`src/rtl/bmpOverlayPkg.sv`:
```
package bmpOverlayPkg;

  // strobes passed from control to datapath
  typedef struct packed {
    logic memWr;      // commit host word to storage
    logic boxHit;     // current valid chunk overlaps the box
    logic leftEdge;   // current chunk is the box's first chunk column
    logic rightEdge;  // current chunk is the box's last chunk column
  } bmpStrobe_t;

  localparam int WORDS_PER_BANK = 8;
  localparam int BANK_OFS_W     = 3;

endpackage

```
`src/rtl/bmpBoxDecode.sv`:
```
module bmpBoxDecode #(
  parameter int ROW_W      = 4,
  parameter int COL_W      = 3,
  parameter int ROW_START  = 3,
  parameter int ROW_STOP   = 7,
  parameter int COL_FIRST  = 0,
  parameter int COL_LAST   = 2
) (
  input  logic [ROW_W-1:0] row,
  input  logic [COL_W-1:0] col,
  output logic             hit,
  output logic             firstCol,
  output logic             lastCol
);

  logic rowInside;
  logic colInside;

  // start/stop comparators, evaluated as signed ints
  always_comb begin
    rowInside = (int'(row) >= ROW_START) && (int'(row) < ROW_STOP);
    colInside = (int'(col) >= COL_FIRST) && (int'(col) <= COL_LAST);
    hit       = rowInside && colInside;
    firstCol  = (int'(col) == COL_FIRST);
    lastCol   = (int'(col) == COL_LAST);
  end

endmodule

```
`src/rtl/bmpOverlayCtrl.sv`:
```
module bmpOverlayCtrl
  import bmpOverlayPkg::*;
#(
  parameter int ADDR_W     = 4,
  parameter int NUM_CHUNKS = 12
) (
  input  logic              clk,
  input  logic              rstN,
  input  logic              inValid,
  input  logic              inFrameStart,
  input  logic              boxHit,
  input  logic              firstCol,
  input  logic              lastCol,
  input  logic              hostWrEn,
  input  logic [ADDR_W-1:0] hostAddr,
  output bmpStrobe_t        strobe,
  output logic [ADDR_W-1:0] rdAddr,
  output logic [ADDR_W-1:0] chunkCnt
);

  logic addrInRange;
  logic hitNow;

  assign addrInRange = int'(hostAddr) < NUM_CHUNKS;
  assign hitNow      = inValid && boxHit;

  // a frame-start chunk reads word 0 regardless of leftover count
  assign rdAddr = inFrameStart ? '0 : chunkCnt;

  always_ff @(posedge clk) begin
    if (!rstN) begin
      chunkCnt <= '0;
    end else if (inValid) begin
      if (boxHit)
        chunkCnt <= rdAddr + ADDR_W'(1);
      else if (inFrameStart)
        chunkCnt <= '0;
    end
  end

  always_comb begin
    strobe.memWr     = hostWrEn && !inValid && addrInRange;
    strobe.boxHit    = hitNow;
    strobe.leftEdge  = hitNow && firstCol;
    strobe.rightEdge = hitNow && lastCol;
  end

endmodule

```
`src/rtl/bmpOverlayDatapath.sv`:
```
module bmpOverlayDatapath
  import bmpOverlayPkg::*;
#(
  parameter int CHUNK_W   = 16,
  parameter int ADDR_W    = 4,
  parameter int NUM_BANKS = 2,
  parameter int LEFT_OFS  = 5,
  parameter int RIGHT_OFS = 10,
  parameter bit FG_BIT    = 1'b1
) (
  input  logic               clk,
  input  logic               rstN,
  input  bmpStrobe_t         strobe,
  input  logic [ADDR_W-1:0]  rdAddr,
  input  logic [ADDR_W-1:0]  wrAddr,
  input  logic [CHUNK_W-1:0] wrData,
  input  logic               inValid,
  input  logic [CHUNK_W-1:0] inPix,
  output logic               outValid,
  output logic [CHUNK_W-1:0] outPix
);

  localparam int SEL_W = ADDR_W - BANK_OFS_W;

  logic [CHUNK_W-1:0] bankRd [NUM_BANKS];
  logic [CHUNK_W-1:0] word;
  logic [CHUNK_W-1:0] edgeMask;
  logic [CHUNK_W-1:0] merged;
  logic [SEL_W-1:0]   rdSel;
  logic [SEL_W-1:0]   wrSel;

  assign rdSel = rdAddr[ADDR_W-1:BANK_OFS_W];
  assign wrSel = wrAddr[ADDR_W-1:BANK_OFS_W];

  for (genvar b = 0; b < NUM_BANKS; b++) begin : g_bank
    logic [CHUNK_W-1:0] mem [WORDS_PER_BANK];
    always_ff @(posedge clk) begin
      if (strobe.memWr && wrSel == SEL_W'(b))
        mem[wrAddr[BANK_OFS_W-1:0]] <= wrData;
    end
    assign bankRd[b] = mem[rdAddr[BANK_OFS_W-1:0]];
  end

  always_comb begin
    word = '0;
    for (int b = 0; b < NUM_BANKS; b++)
      if (rdSel == SEL_W'(b)) word = bankRd[b];
  end

  // per-pixel box mask: trims the partial chunks at both box sides
  for (genvar p = 0; p < CHUNK_W; p++) begin : g_pix
    localparam bit LEFT_OK  = (p >= LEFT_OFS);
    localparam bit RIGHT_OK = (p <= RIGHT_OFS);
    assign edgeMask[p] = strobe.boxHit
                       && (!strobe.leftEdge  || LEFT_OK)
                       && (!strobe.rightEdge || RIGHT_OK);
    assign merged[p]   = (edgeMask[p] && word[p]) ? FG_BIT : inPix[p];
  end

  always_ff @(posedge clk) begin
    if (!rstN) begin
      outValid <= 1'b0;
      outPix   <= '0;
    end else begin
      outValid <= inValid;
      outPix   <= inValid ? merged : '0;
    end
  end

endmodule

```
`src/rtl/bmpOverlay.sv`:
```
module bmpOverlay
  import bmpOverlayPkg::*;
#(
  parameter int CHUNK_W    = 16,
  parameter int ROW_W      = 4,
  parameter int COL_W      = 3,
  parameter int BOX_LEFT   = 5,
  parameter int BOX_RIGHT  = 43,
  parameter int BOX_TOP    = 3,
  parameter int BOX_BOTTOM = 7,
  parameter bit FG_BIT     = 1'b1,
  parameter int NUM_CHUNKS = (((BOX_RIGHT - 1) / CHUNK_W) - (BOX_LEFT / CHUNK_W) + 1)
                             * (BOX_BOTTOM - BOX_TOP),
  parameter int ADDR_W     = ($clog2(NUM_CHUNKS + 1) > 4) ? $clog2(NUM_CHUNKS + 1) : 4
) (
  input  logic               clk,
  input  logic               rstN,
  input  logic               inValid,
  input  logic               inFrameStart,
  input  logic [ROW_W-1:0]   inRow,
  input  logic [COL_W-1:0]   inCol,
  input  logic [CHUNK_W-1:0] inPix,
  input  logic               hostWrEn,
  input  logic [ADDR_W-1:0]  hostAddr,
  input  logic [CHUNK_W-1:0] hostData,
  output logic               outValid,
  output logic [CHUNK_W-1:0] outPix
);

  localparam int COL_FIRST = BOX_LEFT / CHUNK_W;
  localparam int COL_LAST  = (BOX_RIGHT - 1) / CHUNK_W;
  localparam int LEFT_OFS  = BOX_LEFT % CHUNK_W;
  localparam int RIGHT_OFS = (BOX_RIGHT - 1) % CHUNK_W;
  localparam int NUM_BANKS = (NUM_CHUNKS + WORDS_PER_BANK - 1) / WORDS_PER_BANK;

  logic              boxHit;
  logic              firstCol;
  logic              lastCol;
  bmpStrobe_t        strobe;
  logic [ADDR_W-1:0] rdAddr;
  logic [ADDR_W-1:0] chunkCnt;

  bmpBoxDecode #(
    .ROW_W(ROW_W), .COL_W(COL_W),
    .ROW_START(BOX_TOP), .ROW_STOP(BOX_BOTTOM),
    .COL_FIRST(COL_FIRST), .COL_LAST(COL_LAST)
  ) u_box (
    .row(inRow), .col(inCol),
    .hit(boxHit), .firstCol(firstCol), .lastCol(lastCol)
  );

  bmpOverlayCtrl #(
    .ADDR_W(ADDR_W), .NUM_CHUNKS(NUM_CHUNKS)
  ) u_ctrl (
    .clk(clk), .rstN(rstN),
    .inValid(inValid), .inFrameStart(inFrameStart),
    .boxHit(boxHit), .firstCol(firstCol), .lastCol(lastCol),
    .hostWrEn(hostWrEn), .hostAddr(hostAddr),
    .strobe(strobe), .rdAddr(rdAddr), .chunkCnt(chunkCnt)
  );

  bmpOverlayDatapath #(
    .CHUNK_W(CHUNK_W), .ADDR_W(ADDR_W), .NUM_BANKS(NUM_BANKS),
    .LEFT_OFS(LEFT_OFS), .RIGHT_OFS(RIGHT_OFS), .FG_BIT(FG_BIT)
  ) u_dp (
    .clk(clk), .rstN(rstN),
    .strobe(strobe), .rdAddr(rdAddr),
    .wrAddr(hostAddr), .wrData(hostData),
    .inValid(inValid), .inPix(inPix),
    .outValid(outValid), .outPix(outPix)
  );

endmodule

```
`config.mk`:
```
export PLATFORM = sky130hd
export DESIGN_NAME = bmpOverlay
export DESIGN_NICKNAME = d
export VERILOG_FILES = /design/src/rtl/bmpOverlayPkg.sv /design/src/rtl/bmpBoxDecode.sv /design/src/rtl/bmpOverlayCtrl.sv /design/src/rtl/bmpOverlayDatapath.sv /design/src/rtl/bmpOverlay.sv
export SDC_FILE = /design/constraint.sdc
export NUM_CORES = 1
export LEC_CHECK = 0
export BUFFER_PORTS_ARGS = -buffer_cell sky130_fd_sc_hd__buf_2
export CAP_MARGIN = 20
export CORE_UTILIZATION = 60
export DETAILED_ROUTE_END_ITERATION = 10
export PLACE_DENSITY = 0.84
export SETUP_SLACK_MARGIN = 0.02
export SYNTH_ARGS = -nofsm -noshare
export SYNTH_HDL_FRONTEND = slang
export SYNTH_SLANG_ARGS = --single-unit
```
`constraint.sdc`:
```
create_clock -name clk -period 7.86 [get_ports clk]
set_clock_uncertainty 0.1 [all_clocks]
set_input_delay 1.572 -clock clk [delete_from_list [all_inputs] [get_ports clk]]
set_output_delay 1.572 -clock clk [all_outputs]
set_load 0.1 [all_outputs]
```
Word-level counts from Yosys, hierarchy flattened

Memory sizes are Yosys's and may differ from the RTL's.
Cells that the tools add are included.

Multiplexer cells: 23
$mul: 0
Reductions and logical operators: 32
Bitwise operators: 1
Shift-type cells: 0
Add/subtract/negate cells: 1
Divide/modulo/power cells: 0
Equal/unequal tests: 1
Order comparisons: 4

Operators with widths:

| cell                  | number |
|---|---|
| $logic_and A1 B1 Y1   | 27 |
| $mux W1               | 20 |
| $mux W16              | 1 |
| $mux W4               | 2 |
| $add A4 B1 Y4 const B | 1 |
| $ge A4 B2 Y1 const B  | 1 |
| $lt A4 B3 Y1 const B  | 1 |
| $lt A4 B4 Y1 const B  | 1 |
| $eq A3 B3 Y1 const B  | 1 |
| $le A3 B2 Y1 const B  | 1 |
| $logic_not A1 Y1      | 3 |
| $logic_not A3 Y1      | 1 |
| $reduce_and A2 Y1     | 1 |
| $not A1 Y1            | 1 |

Output and inout bits: 17
Logic and storage cells: 67
Bits in read-only memories: 0
Memory bits (writable): 256
Memories: 2
Register bits after elaboration: 21
Bits of input ports: 48
Bits in latches: 0

Memory list:

| memory             | depth | bits a word | rd ports | clocked after memory_dff | wr ports | line                     | source |
|---|---|---|---|---|---|---|---|
| u_dp.g_bank[0].mem | 8     | 16          | 1        | 0                        | 1        | bmpOverlayDatapath.sv:36 | `logic [CHUNK_W-1:0] mem [WORDS_PER_BANK];` |
| u_dp.g_bank[1].mem | 8     | 16          | 1        | 0                        | 1        | bmpOverlayDatapath.sv:36 |  |

Logic depth before layout (Yosys ltp)

Depth after elaboration: 9
Gate-level depth with buffers: 7
Gate-level depth less buffers: 4

By module

From an unflattened synthesis, not the netlist that was laid out.

Cells, all modules: 514
Area total of the unflattened synthesis: 10679.0 um^2

Modules (own cells, without submodules):

| module             | area each (um^2) | cells an instance | times used |
|---|---|---|---|
| bmpOverlayDatapath | 10371.2          | 476               | 1 |
| bmpOverlayCtrl     | 265.3            | 32                | 1 |
| bmpBoxDecode       | 42.5             | 6                 | 1 |

Least setup slack after synthesis

No wires, ideal clock.

Kind: in2reg
Start point: in inValid
End point: mem u_dp.g_bank[1].mem[0][0], enable pin
Required time: 7.351 ns
Buffers on the path: 1
Cell stages on the path: 4
Setup time: 0.409 ns
Setup slack: 4.255 ns
Arrival: 3.096 ns
Cell sequence: clkbuf_1 > nor2_1 > nand3_1 > nor3_1

Longest elaborated chain between the ends: 6

RTL lines:

| element                           | line                     | source |
|---|---|---|
| start: declaration                | bmpOverlay.sv:18         | `input logic inValid,` |
| $logic_not A1 Y1                  | bmpOverlayCtrl.sv:42     | `strobe.memWr = hostWrEn && !inValid && addrInRange;` |
| $logic_and A1 B1 Y1 (2 in series) | bmpOverlayCtrl.sv:42     |  |
| $logic_and A1 B1 Y1               | bmpOverlayDatapath.sv:38 | `if (strobe.memWr && wrSel == SEL_W'(b))` |
| $mux W1                           | bmpOverlayDatapath.sv:38 |  |
| $mux W1 (implied by the code)     | bmpOverlayDatapath.sv:39 | `mem[wrAddr[BANK_OFS_W-1:0]] <= wrData;` |
| end: declaration                  | bmpOverlayDatapath.sv:36 |  |

No other way between the ends.

Final worst setup path

Start point: in inFrameStart
End point: reg u_dp.outPix[10]

Longest elaborated chain between the ends: 5
Elaborated cells between the ends (all ways): 6
Those cells by class: mux: 3; reduce/logical: 1; memory: 2

RTL lines:

| element                | line                     | source |
|---|---|---|
| start: declaration     | bmpOverlay.sv:19         | `input logic inFrameStart,` |
| $mux W4 *              | bmpOverlayCtrl.sv:28     | `assign rdAddr = inFrameStart ? '0 : chunkCnt;` |
| $mem_v2 Z8 W16         | --                       |  |
| $mux W16 *             | bmpOverlayDatapath.sv:47 | `if (rdSel == SEL_W'(b)) word = bankRd[b];` |
| $logic_and A1 B1 Y1 *  | bmpOverlayDatapath.sv:57 | `assign merged[p] = (edgeMask[p] && word[p]) ? FG_BIT : inPix[p];` |
| $mux W1 *              | bmpOverlayDatapath.sv:57 |  |
| end signal: assignment | bmpOverlayDatapath.sv:66 | `outPix <= inValid ? merged : '0;` |
| end: declaration       | bmpOverlayDatapath.sv:20 | `output logic [CHUNK_W-1:0] outPix` |

Every way passes the cells marked *; elsewhere a longest branch is shown, timed or not.
A chain may end at the register's enable or synchronous reset.

==> flow_summary.yaml <==
critical_path:
  max_stage_delay_ns: 0.59
  path_max_fanout: 57
  crit_family: "simple AND/OR/NAND/NOR gates"
  worst-path-buf-inv: 3
  worstSetupPathType: "in -> reg"
  critPathCaptureType: "register"
  worstPathCellList: "buf_2 > buf_4 > nor2b_2 > buf_4 > nand2b_1 > a221oi_1 > nor3_2"
  ff2ff_setup_slack_ns: 4.82
  crit_path_frequent_cell: "buf_4"
  critPathArrivalTime_ns: 3.78
  critPathSlowestCell: "nor2b_2"
  required_ns: 8.16
  startpoint_type: "input port"
sta:
  slew_headroom_pct: 34.8
  setup_ws_ns: 4.38
  clock.fmax_mhz: 287
  rsz0062_at_grt: "no"
  fin_crit_sh_pct: 44.3
  worst_pin_slew_ns: 0.976
  hold_viol_final: 0
  setup_violations: 0
  finalSetupTns_ns: 0
  fin_crit_ns: 3.48
  finalMaxSlewViolations: 0
power_and_ir_drop:
  powerDensity_nw_per_um2: 236
  power_frac_comb_pct: 4.4
  p_switching_uw: 634
  pwr-share-seq_pct: 53.7
  clockPowerShare_pct: 41.9
  ir_drop_mv: 0.175
  leakage_nw: 4.40
  internal_power_mw: 2.47
  power_switching_share_pct: 20.4
logic_synthesis:
  seq_area_frac_synth_pct: 70.5
  yosysWarningCount: 0
  synth_edf_count: 256
  synth_area_leaders: "edfxtp_1, mux2i_1, dfxtp_1"
  netlist_area_um2: 11500
  avgSynthCellArea_um2: 15.6
  ys_ff_latch: 277
  postSynthCellCount: 740
  async_flop_share_pct: 0
  synthDistinctLibCells: 57
  yosys_most_used_dff: "edfxtp_1"
  synth.top_cell.area_share_pct: 66.8
  synth_top_area_cell: "edfxtp_1"
place:
  gp_congestion: 0.844
  place_ws_ns: 3.98
  portBuffers: 64
  dpl.hpwl_mm: 14.8
  dp_cells: 1070
die:
  start_util_pct: 61.3
  fp.dieW_um: 140
  io_pins: 65
  rows: 50
  dieArea_um2: 19700
  fp.dieH_um: 140
  coreArea_um2: 18800
outcome:
  status: "finished clean"
final_layout:
  layoutNonFillerInstCount: 1123
  area_growth_pct: 14.2
  fin_util_pct: 70.0
  layout-drive-gt1-share_pct: 18.3
  finalNetCount: 917
  n_antenna_cell: 0
routing:
  dr_wl_met2_mm: 12.0
  drc_errors: 0
  dr_wl_met3_mm: 2.43
  wire_per_inst_um: 22.5
  firstDrtPassIters: 5
  topRoutingLayerUsed: "met4"
  ant_nets: 0
  wirelength_mm: 25.3
  drt_iter0_markers: 773
  routed_via_density: 6.22
  drt-met1-wl_mm: 10.1
  num_vias: 6981
clock_tree:
  post-cts-setup-buffer-count: 0
  htreeDepth: 1
  cts_buffer_depth: 3
  cts_hold_buf: 0
  clkLatencyLatePin_ns: 0.53
  cts_tree: "built"
  root_buffer: "clkbuf_16"
  ctsResizeCount: 0
  cts_inserted_buffers: 27
  cts.sinks: 277
  clk_pin_slew_ns: 0.06
grt:
  antenna_found_initial: 0
  grt_remaining_overflow: 0
  grt_pass1_wl_mm: 38.6
  grt_max_degree: 75
  grtUsageTotal_pct: 26.4
  grt_pass1_vias: 6912
run:
  max_cap_violations: 0
worst_hold_path:
  hold_path.class: "reg -> reg"
==> worst register-to-register path, delay by kind of cell, from the launching register on <==
kind | cells | cell delay (ns)
buf+inv | 1 | 0.59
flops | 1 | 0.69
simple gates | 2 | 0.91
compound gates | 2 | 0.61
==> Yosys cell counts (7+ instances only) <==
cell type and count:
a2111oi_0 7, a2111oi_2 8, a211oi_1 19, a21oi_1 7
a221oi_1 20, a22oi_1 12, a2bb2oi_1 7, buf_2 17
buf_6 9, clkbuf_1 8, dfxtp_1 21, edfxtp_1 256
inv_1 18, mux2i_1 86, nand2_1 23, nand2b_1 12
nand3_1 12, nor2_1 42, nor3_1 10, nor3b_1 17
o21ai_0 20, o21bai_1 12, o22ai_1 16
==> power groups by stage <==
stage / clock (mW) / combinational [mW] / sequential, mW
6_report: 1.30 / 0.137 / 1.67
5_1_grt: 1.37 / 0.147 / 1.67
4_1_cts: 1.32 / 0.133 / 1.67
3_5_place_dp: 0 / 0.132 / 1.70
3_3_place_gp: 0 / 0.128 / 1.70
2_1_floorplan: 0 / 0.0600 / 1.71
==> cells in the final DEF, fill, tap and decap left out, types with 3 or more instances in the layout <==
master	Yosys	final
edfxtp_1	256	256
mux2i_1	86	86
buf_2	17	64
conb_1	1	64
nor2_1	42	42
clkbuf_16	0	27
nand2_1	23	23
a221oi_1	20	20
o21ai_0	20	20
a211oi_1	19	19
dfxtp_1	21	19
inv_1	18	18
buf_4	6	18
nor3b_1	17	17
o22ai_1	16	16
nand2b_1	12	12
nand3_1	12	12
o21bai_1	12	12
a22oi_1	12	12
nor3_2	6	10
a2111oi_2	8	8
clkbuf_1	8	8
a2111oi_0	7	7
a21oi_1	7	7
a2bb2oi_1	7	7
nor3_1	10	6
mux2_1	6	6
a221o_1	6	6
o22ai_2	6	6
or2_1	5	5
clkinv_2	0	5
nor2b_1	5	4
a211oi_2	4	4
bufinv_16	0	4
clkinv_1	0	3
==> per-layer routing <==
metal,GRT usage (%),vias up
li1,-,3108
met1,36.0,3416
met2,42.2,398
met3,5.30,59
met4,10.4,0
met5,0,-
==> sequential cells by signal (all words and copies together) (netlist names) <==
signal	flops
u_dp.g_bank.mem	256
u_dp.outValid	1
u_ctrl.chunkCnt	4
u_dp.outPix	16
==> layout make-up <==
class                           instances  area (um^2)
Inverter                               18         67.6
Multi-Input combinational cell        460         3280
Timing Repair Buffer                   84          494
Clock inverter                         14          176
Tap cell                              234          293
Sequential cell                       277         8110
Clock buffer                           36          719
Fill cell                            1181         5630
==> metrics by stage <==
step	cell area [um^2]	power, mW	hold WS, ns
3_3_place_gp	12200	1.82	0.535
6_report	13100	3.10	0.562
3_5_place_dp	12200	1.83	0.546
4_1_cts	13100	3.12	0.561
5_1_grt	13100	3.19	0.590
2_1_floorplan	11700	1.77	0.473
==> path summary, 6_finish.rpt <==
kind | cells after the start | startpoint | end
setup / recovery | 7 | inFrameStart | u_dp.outPix[10]
hold reg to reg | 2 | u_dp.g_bank[0].mem[0][3] | u_dp.outPix[3]
setup reg to reg | 5 | u_ctrl.chunkCnt[1] | u_dp.outPix[10]
hold / removal | 2 | u_dp.g_bank[0].mem[0][3] | u_dp.outPix[3]
==> cells by family (layout without fill, tap and decap cells) <==
group | Yosys count | in the layout | share of synthesized area, %
adders and majority gates | 1 | 1 | 0.109
buffers and inverters | 66 | 152 | 3.33
xor gates and xnor gates | 1 | 1 | 0.0761
AOI/OAI and AO/OA | 154 | 154 | 10.8
DFF | 277 | 277 | 70.5
and+or+nand+nor | 147 | 147 | 6.99
muxes | 93 | 93 | 8.17
other | 1 | 64 | 0.0326
Note: power is estimated with default switching activity, not from simulation.
